`src/rtl/mgmt_route_filter.sv`:
```
module mgmt_route_filter #(
  parameter int NF = 9,
  parameter int RMCP_BIT = 6,
  parameter int PW = 16,
  parameter logic [PW-1:0] RMCP_PORT_A = 16'h0298,
  parameter logic [PW-1:0] RMCP_PORT_B = 16'h026F
) (
  input  logic          clk,
  input  logic          rst_n,
  input  logic          cfg_wr,
  input  logic          cfg_sel,
  input  logic [NF-1:0] cfg_data,
  input  logic          frame_end,
  input  logic          l2_pass,
  input  logic [NF-1:0] match,
  input  logic          udp_ok,
  input  logic [PW-1:0] udp_dport,
  output logic          dec_vld,
  output logic [1:0]    dec
);
  logic [NF-1:0] mg_en_q, m2h_q, hit_vec;
  logic [1:0] dec_d;

  always_ff @(posedge clk) begin
    if (!rst_n) begin
      mg_en_q <= '0;
      m2h_q   <= '0;
    end else if (cfg_wr) begin
      if (cfg_sel) m2h_q   <= cfg_data;
      else         mg_en_q <= cfg_data;
    end
  end

  wire rmcp_hit = udp_ok && (udp_dport == RMCP_PORT_A || udp_dport == RMCP_PORT_B);

  always_comb begin
    hit_vec = match;
    hit_vec[RMCP_BIT] = rmcp_hit;
  end

  wire to_mg = |(hit_vec & mg_en_q);
  wire dup   = |(hit_vec & m2h_q);

  always_comb begin
    dec_d = 2'b00;
    if (frame_end && l2_pass) dec_d = to_mg ? {1'b1, dup} : 2'b01;
  end

  always_ff @(posedge clk) begin
    if (!rst_n) begin
      dec_vld <= 1'b0;
      dec     <= 2'b00;
    end else begin
      dec_vld <= frame_end;
      dec     <= dec_d;
    end
  end
endmodule


```
`config.mk`:
```
export PLATFORM = sky130hd
export DESIGN_NAME = mgmt_route_filter
export DESIGN_NICKNAME = d
export VERILOG_FILES = /design/src/rtl/mgmt_route_filter.sv
export SDC_FILE = /design/constraint.sdc
export NUM_CORES = 1
export LEC_CHECK = 0
export BUFFER_PORTS_ARGS = -buffer_cell sky130_fd_sc_hd__buf_2
export CAP_MARGIN = 20
export CORE_UTILIZATION = 48
export DETAILED_ROUTE_END_ITERATION = 10
export GPL_ROUTABILITY_DRIVEN = 1
export PLACE_DENSITY = 0.89
export SLEW_MARGIN = 20
export SYNTH_ARGS = -nofsm -noshare
export SYNTH_HDL_FRONTEND = slang
export SYNTH_SLANG_ARGS = --single-unit
```
`constraint.sdc`:
```
create_clock -name clk -period 2.3 [get_ports clk]
set_input_delay 0.345 -clock clk [delete_from_list [all_inputs] [get_ports clk]]
set_output_delay 0.345 -clock clk [all_outputs]
set_load 0.01 [all_outputs]
```
==> impl_summary.txt <==
----------------------------------------------------
[Run status]
  Status ... finished clean

[Routing]
  Routed wire per std cell ... 13.0 µm
  Total wire length ... 2270 µm
  Met2 WL post-DR ... 1160 µm
  Mean number of vias per cell ... 5.39
  Met3 layer wire length in the routed design ... 129 µm
  Drt initial violations ... 24
  Number of remaining DRC errors ... 0
  Via count of the routed design ... 937
  Drt pass-1 iters ... 4
  Wl on met1 ... 960 µm
  Remaining antenna violation count ... 0
  Uppermost routed layer ... met4

[Timing]
  Max Freq ... 769 MHz
  Slew of the pin with the lowest slew margin ... 0.631 ns
  RSZ-0062 raised after global routing ... no
  Total Neg Setup Slack ... 0 ns
  Remaining max-slew budget at the tightest pin ... 57.9%
  Count of final setup violators ... 0
  Final Max Tran Viols ... 0
  Setup clock skew after layout ... 0.00223 ns
  Period utilization ... 56.6%
  Period minus WS final ... 1.30 ns
  Final hold violation count ... 0
  Final WS setup ... 0.999 ns

[Critical path]
  CP Launch Type ... flip-flop
  CP max FO ... 2
  CP arrival ... 1.51 ns
  Capturing element type of the critical path ... flip-flop
  Required arrival time at the worst endpoint ... 2.51 ns
  Beginning of the worst register-to-register path ... mg_en_q[2]
  Critical path type ... flip-flop to flip-flop
  Worst reg2reg path endpoint ... dec[1]
  R2R setup slack ... 1.0 ns
  Worst r2r path cells ... 5

[Floorplanning]
  Area of the die ... 2150 µm²
  Initial core utilization ... 53.0%
  Height of the die ... 46.4 µm
  Die boundary width ... 46.4 µm
  Number of top-level design ports ... 44
  Core box area ... 1780 µm²
  Placement row count ... 15

[Finish]
  Proportion of layout cells with a drive suffix above 1 ... 33.6%
  Total area of multi-input combinational cells ... 503 µm²
  Diodes inserted ... 0
  Leading cell type in the layout, fill and taps excluded ... buf_2
  Number of fillers in the final layout ... 153
  Commonest cells after routing, fill and taps aside ... buf_2, nand2_1, dfxtp_1, nand3_1, a21boi_0
  Final core area utilization ... 66.9%
  Final nets ... 191
  Cell area after layout ... 1190 µm²
  Area overhead of the layout relative to synthesis ... 26.2%
  Storage element area ... 420 µm²

[Yosys]
  Unique masters post-synth ... 25
  Synthesized net count ... 149
  Portion of the post-synthesis area used by sequential elements ... 44.5%
  Ranking of synthesized cells by area ... dfxtp_1, nand2_1, a21boi_0
  Top cell type by total area after synthesis ... dfxtp_1
  Fraction of post-synthesis cell area in the top cell type by area ... 44.5%
  Number of storage elements in the synthesis netlist ... 21
  Synthesized netlist cell count ... 108
  Mean cell area of the mapped netlist ... 8.75 µm²
  Yosys warnings ... 0
  Summed instance area of the synthesized netlist ... 945 µm²

[Placed design]
  Total cell area at the placement stage ... 1160 µm²
  Post-placement worst setup slack ... 0.787 ns
  # port buffers ... 42
  Global placement routability congestion ... 0.766
  DP Wirelength ... 1740 µm

[Pwr]
  Total power per unit cell area ... 565 nW/µm²
  Portion of total power attributed to combinational logic ... 16.4%
  Switching power summed over all nets ... 174 µW
  IR drop worst, VDD ... 460 µV
  Sequential cell fraction of total power ... 57.7%
  Part of the total power dissipated in the clock network ... 25.9%
  Leak pwr ... 0.000504 µW
  Switch share ... 25.8%
  Total power of the final layout ... 673 µW
  Total internal power ... 500 µW

[Hold path]
  Hold Crit Start ... frame_end
  Hold Path Cell Cnt ... 2
  Hold crit path type ... input pin to flip-flop
  Hold endpoint ... dec_vld

[Global route]
  Overall track demand over capacity in global routing ... 23.5%
  Global-route wire length before repair ... 3570 µm
  Number of global-route vias before repair ... 872
  Largest net degree at the start of global routing ... 20
  Remaining global-route overflow ... 0
  Number of antenna violations at the first check in global routing ... 0

[Clock tree]
  CTS Buf Count ... 3
  H-Tree Depth ... 1
  Total setup buffers inserted after CTS ... 0
  Clock root buffer master ... clkbuf_4
  Hold-fix buffer count after cts ... 0
  Max Buffers Root-to-Sink ... 2
  CTS sink count ... 21
  Gates resized, CTS repair ... 0
  Post-CTS clock slew at the launch and capture registers of the worst setup and hold paths ... 0.12 ns
  TritonCTS clock tree ... built
  Clk Latency, worst-skew pair ... 0.30 ns

[Flow run]
  Max_cap viols ... 0

----------------------------------------------------
## layer usage
metal	GRT usage, %	vias to the layer above
met5	0	-
met4	8.82	0
li1	-	471
met2	43.3	38
met3	3.14	2
met1	26.7	426
## Yosys cell counts
cell	count
a221oi_2	1
clkbuf_1	3
a21boi_0	10
and3_1	1
nand4bb_1	1
a21boi_1	8
nand4_1	2
nor2b_1	1
nor4b_1	1
buf_2	2
a21oi_2	1
o21ai_1	1
nand2b_1	1
nor3_4	1
nor2b_4	1
a22oi_1	6
a41oi_1	1
nand3_1	10
dfxtp_1	21
a41o_1	1
and2_1	1
a22o_1	1
nand2_1	30
nor4_1	1
nor4bb_1	1
## kinds of logic after synthesis
| logic type | count (synthesis) | share of synthesized area, % |
|---|---|---|
| and+or+nand+nor | 52 | 28.2 |
| AOI/OAI and AO/OA | 30 | 25.0 |
| DFF | 21 | 44.5 |
| buffers and inverters | 5 | 2.25 |
## power by group through the flow
stage | registers [µW] | clock network (µW) | logic (µW)
2_1_floorplan | 396 | 0 | 54.9
3_3_place_gp | 396 | 0 | 106
3_5_place_dp | 397 | 0 | 109
4_1_cts | 389 | 177 | 110
5_1_grt | 391 | 191 | 123
6_report | 388 | 174 | 110
## worst max-delay path: stages, from the launching register on
cell,delay (ns)
dfxtp_1,0.33
a22o_1,0.21
a221oi_2,0.18
nand3_1,0.12
a41o_1,0.25
nor2b_4,0.13
## per-stage QoR
| stage | instances | hold slack (ns) |
|---|---|---|
| 5_1_grt | 174 | 0.258 |
| 2_1_floorplan | 108 | 0.435 |
| 3_5_place_dp | 170 | 0.448 |
| 3_3_place_gp | 170 | 0.442 |
| 4_1_cts | 174 | 0.256 |
| 6_report | 174 | 0.260 |
## area by class of cell
cell class	count	area share [%]
clock buffer	3	1.89
clock inverter	1	0.420
multi-input combinational	82	42.2
sequential	21	35.3
tap	25	2.62
timing repair buffer	42	17.6
## flip-flops by register name, indices dropped and copies added, names as in the netlist
register	cells
mg_en_q	9
dec	2
dec_vld	1
m2h_q	9
## how the worst max path moves through the flow
stage                     startpoint         end  slack (ns)  depth (start not counted)
after detailed placement      cfg_wr  mg_en_q[6]        0.79                          4
after floorplan             match[2]      dec[1]        1.04                          5
after global placement        cfg_wr  mg_en_q[4]        0.84                          4
final                     mg_en_q[2]      dec[1]         1.0                          5
after CTS                 mg_en_q[2]      dec[1]        1.00                          5
after global routing      mg_en_q[2]      dec[1]        0.92                          5
Power figures use the tool's default switching activity.
